<file path="config.mk">
export PLATFORM = sky130hd
export DESIGN_NAME = card_data_buffer
export DESIGN_NICKNAME = d
export VERILOG_FILES = /design/src/rtl/cdb_pkg.sv /design/src/rtl/cdb_ring.sv /design/src/rtl/cdb_cfg.sv /design/src/rtl/cdb_level_mon.sv /design/src/rtl/card_data_buffer.sv
export SDC_FILE = /design/constraint.sdc
export NUM_CORES = 1
export LEC_CHECK = 0
export BUFFER_PORTS_ARGS = -buffer_cell sky130_fd_sc_hd__buf_2
export CAP_MARGIN = 5
export CORE_MARGIN = 2
export CORE_UTILIZATION = 58
export DETAILED_ROUTE_END_ITERATION = 8
export PLACE_DENSITY = 0.88
export SLEW_MARGIN = 20
export SYNTH_ARGS = -nofsm -noshare
export SYNTH_HDL_FRONTEND = slang
export SYNTH_SLANG_ARGS = --single-unit
</file>
<file path="constraint.sdc">
create_clock -name clk_i -period 8.7 [get_ports clk_i]
set_clock_uncertainty 0.05 [all_clocks]
set_input_delay 0 -clock clk_i [delete_from_list [all_inputs] [get_ports clk_i]]
set_output_delay 0 -clock clk_i [all_outputs]
set_load 0.01 [all_outputs]
</file>
<file path="src/rtl/cdb_pkg.sv">
package cdb_pkg;
  localparam int DATA_W = 16;
  localparam int DEPTH  = 32;
  localparam int LVL_W  = $clog2(DEPTH);
  localparam int CNT_W  = $clog2(DEPTH + 1);
  // field positions decoded by software
  localparam int RX_EN_BIT = 15;
  localparam int AF_LSB    = 8;
  localparam int TX_EN_BIT = 7;
  localparam int AE_LSB    = 0;

  typedef struct packed {
    logic             rx_en;
    logic [LVL_W-1:0] af_lvl;
    logic             tx_en;
    logic [LVL_W-1:0] ae_lvl;
  } buf_cfg_t;
endpackage

</file>
<file path="src/rtl/cdb_ring.sv">
module cdb_ring #(
  parameter int DATA_W = 16,
  parameter int DEPTH  = 32,
  localparam int AW    = $clog2(DEPTH),
  localparam int CW    = $clog2(DEPTH + 1)
) (
  input  logic              clk_i,
  input  logic              rst_ni,
  input  logic              push_i,
  input  logic [DATA_W-1:0] pdata_i,
  input  logic              pop_i,
  output logic [DATA_W-1:0] head_o,
  output logic [CW-1:0]     fill_o
);
  logic [DATA_W-1:0] mem_q [DEPTH];
  logic [AW-1:0]     head_q;
  logic [CW-1:0]     fill_q;
  logic [AW-1:0]     tail;
  logic              do_push, do_pop;

  assign do_push = push_i && (fill_q != CW'(DEPTH));
  assign do_pop  = pop_i && (fill_q != '0);
  assign tail    = head_q + fill_q[AW-1:0];

  always_ff @(posedge clk_i) begin
    if (do_push) mem_q[tail] <= pdata_i;
  end

  always_ff @(posedge clk_i or negedge rst_ni) begin
    if (!rst_ni) begin
      head_q <= '0;
      fill_q <= '0;
    end else begin
      if (do_pop) head_q <= head_q + AW'(1);
      case ({do_push, do_pop})
        2'b10:   fill_q <= fill_q + CW'(1);
        2'b01:   fill_q <= fill_q - CW'(1);
        default: fill_q <= fill_q;
      endcase
    end
  end

  assign head_o = mem_q[head_q];
  assign fill_o = fill_q;

  assert_no_overflow_R3: assert property (@(posedge clk_i) disable iff (!rst_ni)
    fill_q <= CW'(DEPTH));
  assert_full_push_dropped_R3: assert property (@(posedge clk_i) disable iff (!rst_ni)
    (fill_q == CW'(DEPTH) && push_i && !pop_i) |=> $stable(fill_q));
  assert_empty_pop_inert_R4: assert property (@(posedge clk_i) disable iff (!rst_ni)
    (fill_q == '0 && pop_i && !push_i) |=> ($stable(head_q) && fill_q == '0));
  assert_push_pop_balance_R11: assert property (@(posedge clk_i) disable iff (!rst_ni)
    (push_i && pop_i && fill_q != '0 && fill_q != CW'(DEPTH)) |=> $stable(fill_q));
endmodule

</file>
<file path="src/rtl/cdb_cfg.sv">
module cdb_cfg
  import cdb_pkg::*;
(
  input  logic          clk_i,
  input  logic          rst_ni,
  input  logic          wr_i,
  input  logic [15:0]   wdata_i,
  output buf_cfg_t      cfg_o,
  output logic [15:0]   rdata_o
);
  buf_cfg_t cfg_q;

  always_ff @(posedge clk_i or negedge rst_ni) begin
    if (!rst_ni) begin
      cfg_q.rx_en  <= 1'b0;
      cfg_q.af_lvl <= '1;
      cfg_q.tx_en  <= 1'b0;
      cfg_q.ae_lvl <= '0;
    end else if (wr_i) begin
      cfg_q.rx_en  <= wdata_i[RX_EN_BIT];
      cfg_q.af_lvl <= wdata_i[AF_LSB +: LVL_W];
      cfg_q.tx_en  <= wdata_i[TX_EN_BIT];
      cfg_q.ae_lvl <= wdata_i[AE_LSB +: LVL_W];
    end
  end

  always_comb begin
    rdata_o                   = '0;
    rdata_o[RX_EN_BIT]        = cfg_q.rx_en;
    rdata_o[AF_LSB +: LVL_W]  = cfg_q.af_lvl;
    rdata_o[TX_EN_BIT]        = cfg_q.tx_en;
    rdata_o[AE_LSB +: LVL_W]  = cfg_q.ae_lvl;
  end

  assign cfg_o = cfg_q;

  assert_cfg_capture_R5: assert property (@(posedge clk_i) disable iff (!rst_ni)
    wr_i |=> (rdata_o == ($past(wdata_i) & 16'h9F9F)));
endmodule

</file>
<file path="src/rtl/cdb_level_mon.sv">
module cdb_level_mon
  import cdb_pkg::*;
#(
  parameter int CW = 6
) (
  input  logic          clk_i,
  input  logic          rst_ni,
  input  logic [CW-1:0] fill_i,
  input  buf_cfg_t      cfg_i,
  input  logic          xfer_active_i,
  input  logic          rx_dir_i,
  input  logic          cfg_wr_i,
  input  logic          new_rx_en_i,
  input  logic          new_tx_en_i,
  output logic          rx_req_o,
  output logic          tx_req_o,
  output logic          rx_flag_o,
  output logic          tx_flag_o
);
  logic idle, rx_hit, tx_hit;
  logic rx_req_q, tx_req_q, rx_flag_q, tx_flag_q;

  assign idle   = !xfer_active_i && (fill_i == '0);
  assign rx_hit = !idle && rx_dir_i && (fill_i > CW'(cfg_i.af_lvl));
  assign tx_hit = !idle && !rx_dir_i && (fill_i < CW'(cfg_i.ae_lvl));

  always_ff @(posedge clk_i or negedge rst_ni) begin
    if (!rst_ni) begin
      rx_req_q  <= 1'b0;
      tx_req_q  <= 1'b0;
      rx_flag_q <= 1'b0;
      tx_flag_q <= 1'b0;
    end else begin
      rx_req_q  <= rx_hit && cfg_i.rx_en;
      tx_req_q  <= tx_hit && cfg_i.tx_en;
      // enabling DMA on a direction retires its flag at the write edge
      rx_flag_q <= rx_hit && !cfg_i.rx_en && !(cfg_wr_i && new_rx_en_i);
      tx_flag_q <= tx_hit && !cfg_i.tx_en && !(cfg_wr_i && new_tx_en_i);
    end
  end

  assign rx_req_o  = rx_req_q;
  assign tx_req_o  = tx_req_q;
  assign rx_flag_o = rx_flag_q;
  assign tx_flag_o = tx_flag_q;

  assert_rx_req_follows_R6: assert property (@(posedge clk_i) disable iff (!rst_ni)
    (xfer_active_i && rx_dir_i && fill_i > CW'(cfg_i.af_lvl) && cfg_i.rx_en) |=> rx_req_o);
  assert_rx_gate_R6: assert property (@(posedge clk_i) disable iff (!rst_ni)
    !cfg_i.rx_en |=> !rx_req_o);
  assert_tx_gate_R7: assert property (@(posedge clk_i) disable iff (!rst_ni)
    !cfg_i.tx_en |=> !tx_req_o);
  assert_idle_quiet_R8: assert property (@(posedge clk_i) disable iff (!rst_ni)
    (!xfer_active_i && fill_i == '0) |=> !(rx_req_o || tx_req_o || rx_flag_o || tx_flag_o));
  assert_rx_flag_retire_R9: assert property (@(posedge clk_i) disable iff (!rst_ni)
    (cfg_wr_i && new_rx_en_i) |=> !rx_flag_o);
  assert_tx_flag_retire_R9: assert property (@(posedge clk_i) disable iff (!rst_ni)
    (cfg_wr_i && new_tx_en_i) |=> !tx_flag_o);
endmodule

</file>
<file path="src/rtl/card_data_buffer.sv">
module card_data_buffer
  import cdb_pkg::*;
(
  input  logic              clk_i,
  input  logic              rst_ni,
  input  logic              host_wr_i,
  input  logic [DATA_W-1:0] host_wdata_i,
  input  logic              host_rd_i,
  output logic [DATA_W-1:0] host_rdata_o,
  input  logic              cfg_wr_i,
  input  logic [15:0]       cfg_wdata_i,
  output logic [15:0]       cfg_o,
  input  logic              card_push_i,
  input  logic [DATA_W-1:0] card_wdata_i,
  input  logic              card_pop_i,
  output logic [DATA_W-1:0] card_rdata_o,
  input  logic              xfer_active_i,
  input  logic              rx_dir_i,
  output logic [CNT_W-1:0]  fill_o,
  output logic              rx_req_o,
  output logic              tx_req_o,
  output logic              rx_flag_o,
  output logic              tx_flag_o
);
  logic              push, pop;
  logic [DATA_W-1:0] pdata, head;
  logic [CNT_W-1:0]  fill;
  buf_cfg_t          cfg;

  assign push  = host_wr_i || card_push_i;
  assign pop   = host_rd_i || card_pop_i;
  assign pdata = host_wr_i ? host_wdata_i : card_wdata_i;

  cdb_ring #(.DATA_W(DATA_W), .DEPTH(DEPTH)) u_ring (
    .clk_i, .rst_ni,
    .push_i (push),
    .pdata_i(pdata),
    .pop_i  (pop),
    .head_o (head),
    .fill_o (fill)
  );

  cdb_cfg u_cfg (
    .clk_i, .rst_ni,
    .wr_i   (cfg_wr_i),
    .wdata_i(cfg_wdata_i),
    .cfg_o  (cfg),
    .rdata_o(cfg_o)
  );

  cdb_level_mon #(.CW(CNT_W)) u_mon (
    .clk_i, .rst_ni,
    .fill_i       (fill),
    .cfg_i        (cfg),
    .xfer_active_i,
    .rx_dir_i,
    .cfg_wr_i,
    .new_rx_en_i  (cfg_wdata_i[RX_EN_BIT]),
    .new_tx_en_i  (cfg_wdata_i[TX_EN_BIT]),
    .rx_req_o,
    .tx_req_o,
    .rx_flag_o,
    .tx_flag_o
  );

  assign host_rdata_o = head;
  assign card_rdata_o = head;
  assign fill_o       = fill;

  assert_one_push_src_R2: assert property (@(posedge clk_i) disable iff (!rst_ni)
    !(host_wr_i && card_push_i));
  assert_one_pop_src_R2: assert property (@(posedge clk_i) disable iff (!rst_ni)
    !(host_rd_i && card_pop_i));
endmodule

</file>
==> reports/metrics.yaml <==
clock_network:
  cts_tree: "yes"
  numCtsBuffers: 52
  hold_buffers: 43
  cts.sink_count: 539
  clk_pin_slew_ps: 60
  cts_root_buf: "clkbuf_16"
  cts_setup_buffers: 0
  clk_latency_ps: 580
  clk_path_buf_depth: 3
  cts-htree-levels: 2
  cts_resized: 0
global_route:
  grt_max_degree: 162
  grt.overflow.total: 0
  grt_first_pass_wirelength_um: 76400
  grt.total_usage_pct: 26.6
  grt_pass1_vias: 12723
  antenna_found_initial: 0
drt:
  vias: 12582
  dr.pass1.iters: 5
  drt_wl_total_um: 51400
  wire_per_inst_um: 25.4
  viasPerCell: 6.23
  drt_iter0_markers: 1316
  drtAntennaViolNets: 0
  route.detailed.drc: 0
placement:
  gp_congestion: 0.858
  dp_slack_ps: 4640
  place_hpwl_um: 28100
  place_area_um2: 22900
  io_buffers: 106
yosys:
  synth-async-reset-ratio_pct: 5.01
  synth_ff_type: "edfxtp_1"
  yosysWarnings: 0
  synth_seq_cells: 539
  syn_area_um2: 21900
  yosysSeqAreaShare_pct: 73.4
  synth_cells: 1310
  avgSynthCellArea_um2: 16.7
  synth_cell_types: 44
  synth_edf_count: 512
setup_path:
  cp_data_arrival_time_ps: 4730
  critPathLaunchType: "flip-flop"
  crit_required_ps: 8650
  worstSetupPathType: "flip-flop to primary output"
  crit_chain: "buf_4 > buf_12 > buf_16 > mux2i_1 > a21oi_1 > nand3_1 > nand4_1 > buf_2"
  slowest_delay_ps: 970
  path_max_fanout: 115
  cp_slowest_cell: "dfrtp_4"
  critPathCaptureType: "primary output"
sta:
  fmax_ghz: 0.209
  period_minus_slack_ps: 4780
  drv_slew: 0
  fin_crit_sh_pct: 55.0
  setup-violations-final: 0
  rsz0062_at_grt: "no"
  final_hold_viol_count: 0
  setup_ws_ps: 3920
  slew_headroom_pct: 32.0
  tns_ps: 0
  worst_pin_slew_ps: 1020
finish:
  syn_to_final_growth_pct: 14.0
  utilization_pct: 66.7
  finalInstanceArea_um2: 24900
  multi_input_area_um2: 5300
  antenna_cells: 0
  final_layout_size_suffix_gt1_share_pct: 17.0
  finish.net_count: 1540
  seq_area_um2: 16100
  num-fill-cells: 2357
floorplan:
  dieArea_um2: 39300
  die-height_um: 198
  start_util_pct: 58.5
  ios: 115
  core_area_um2: 37400
  die_w_um: 198
  fp-row-count: 71
run:
  drv_cap: 0
hold_path:
  hold_class: "primary input to flip-flop"
power_and_ir_drop:
  power.leakage_nw: 9.02
  pwr_density_cell_nw_per_um2: 378
  vdd_drop_max_uv: 301
status:
  status: "completed"
==> routing by layer <==
metal / GRT usage, % / up-vias / share of wire, %
met1: 33.5 / 6300 / 37
met3: 4.75 / 144 / 8.5
met2: 44.5 / 709 / 49
met4: 13.8 / 0 / 5.1
li1: - / 5429 / -
met5: 0 / - / 0
==> cells in the mapped netlist (2+ instances only) <==
library cell	n	share of area (%)
edfxtp_1	512	70
mux2i_1	256	12
a22oi_1	114	3.9
nand3_1	74	1.7
nor2_1	38	0.65
nand2_1	34	0.58
buf_4	33	1.1
buf_2	29	0.66
a21oi_1	22	0.50
dfrtp_1	22	2.5
mux2_2	19	0.98
clkbuf_1	18	0.31
ha_1	17	0.97
nand4_1	17	0.49
inv_1	16	0.27
o21ai_0	16	0.37
xnor2_1	12	0.48
buf_1	10	0.17
nor2b_1	7	0.20
xor2_1	7	0.28
dfstp_2	5	0.60
a2111oi_0	3	0.12
a21o_1	3	0.10
and2_1	2	0.057
nand3b_1	2	0.069
nor3_1	2	0.046
or2_2	2	0.057
or3_1	2	0.057
==> path summary, 6_finish.rpt <==
check	from	to	slack [ps]	depth (start not counted)
min in group asynchronous	rst_ni	u_cfg.cfg_o[9]	510	3
max	u_ring.head_q[1]	card_rdata_o[2]	3920	8
max reg2reg	u_ring.head_q[1]	u_ring.mem_q[27][7]	5130	6
max in group asynchronous	rst_ni	u_ring.head_q[1]	7500	4
min	card_wdata_i[13]	u_ring.mem_q[14][13]	220	2
min reg2reg	u_cfg.cfg_o[11]	u_mon.rx_flag_o	440	1
==> metrics by stage <==
stage | std cells | hold WS [ps] | total power (W)
CTS | 2018 | 190 | 0.00940
global route | 2019 | 226 | 0.00981
floorplan | 1313 | -346 | 0.00616
global placement | 1878 | -11.1 | 0.00705
finish | 2019 | 223 | 0.00942
detailed placement | 1878 | -4.15 | 0.00722
==> critical path: cells and delay by family, from the launching register on <==
kind	cells	cell delay, ps
AOI/OAI and AO/OA	1	110
buffers and inverters	4	2130
and+or+nand+nor	2	520
muxes	1	290
DFF	1	970
==> layout make-up <==
cell class,instances,share of cell area [%]
clock inverter,28,0.798
tap,511,2.56
multi-input combinational,668,21.2
inverter,16,0.241
clock buffer,69,5.64
timing repair buffer,188,5.14
sequential,539,64.4
==> state kept, by name, indices dropped and copies added (netlist names) <==
register / flops
u_ring.head_q: 5
u_cfg.cfg_o: 12
u_mon.rx_flag_o: 1
u_ring.fill_o: 6
u_ring.mem_q: 512
u_mon.tx_req_o: 1
u_mon.tx_flag_o: 1
u_mon.rx_req_o: 1
==> layout by cell type (no fill, tap or decap), types with 34 or more instances in the layout <==
| cell | synthesis | final |
|---|---|---|
| nand3_1 | 74 | 74 |
| nor2_1 | 38 | 35 |
| clkbuf_16 | 0 | 53 |
| nand2_1 | 34 | 34 |
| edfxtp_1 | 512 | 512 |
| a22oi_1 | 114 | 114 |
| mux2i_1 | 256 | 256 |
| buf_2 | 29 | 107 |
| buf_4 | 33 | 37 |
| dlygate4sd3_1 | 0 | 42 |
==> logic make-up (layout without fill, tap and decap cells) <==
logic type | Yosys count | count (layout) | share of synthesized area [%]
xor+xnor | 19 | 19 | 0.761
buf+inv | 106 | 301 | 2.55
other cells | 1 | 4 | 0.0171
flops | 539 | 539 | 73.4
mux | 276 | 276 | 12.7
simple gates | 185 | 185 | 4.09
compound gates | 166 | 166 | 5.36
fa+ha+maj | 18 | 18 | 1.06
==> report_power, final <==
part / total, W / switching [W] / internal [W]
clock: 0.00214 / 0.000942 / 0.00120
combinational: 0.00338 / 0.00223 / 0.00115
sequential: 0.00390 / 0.000287 / 0.00361
No activity file was read; power rests on OpenSTA's default activity.
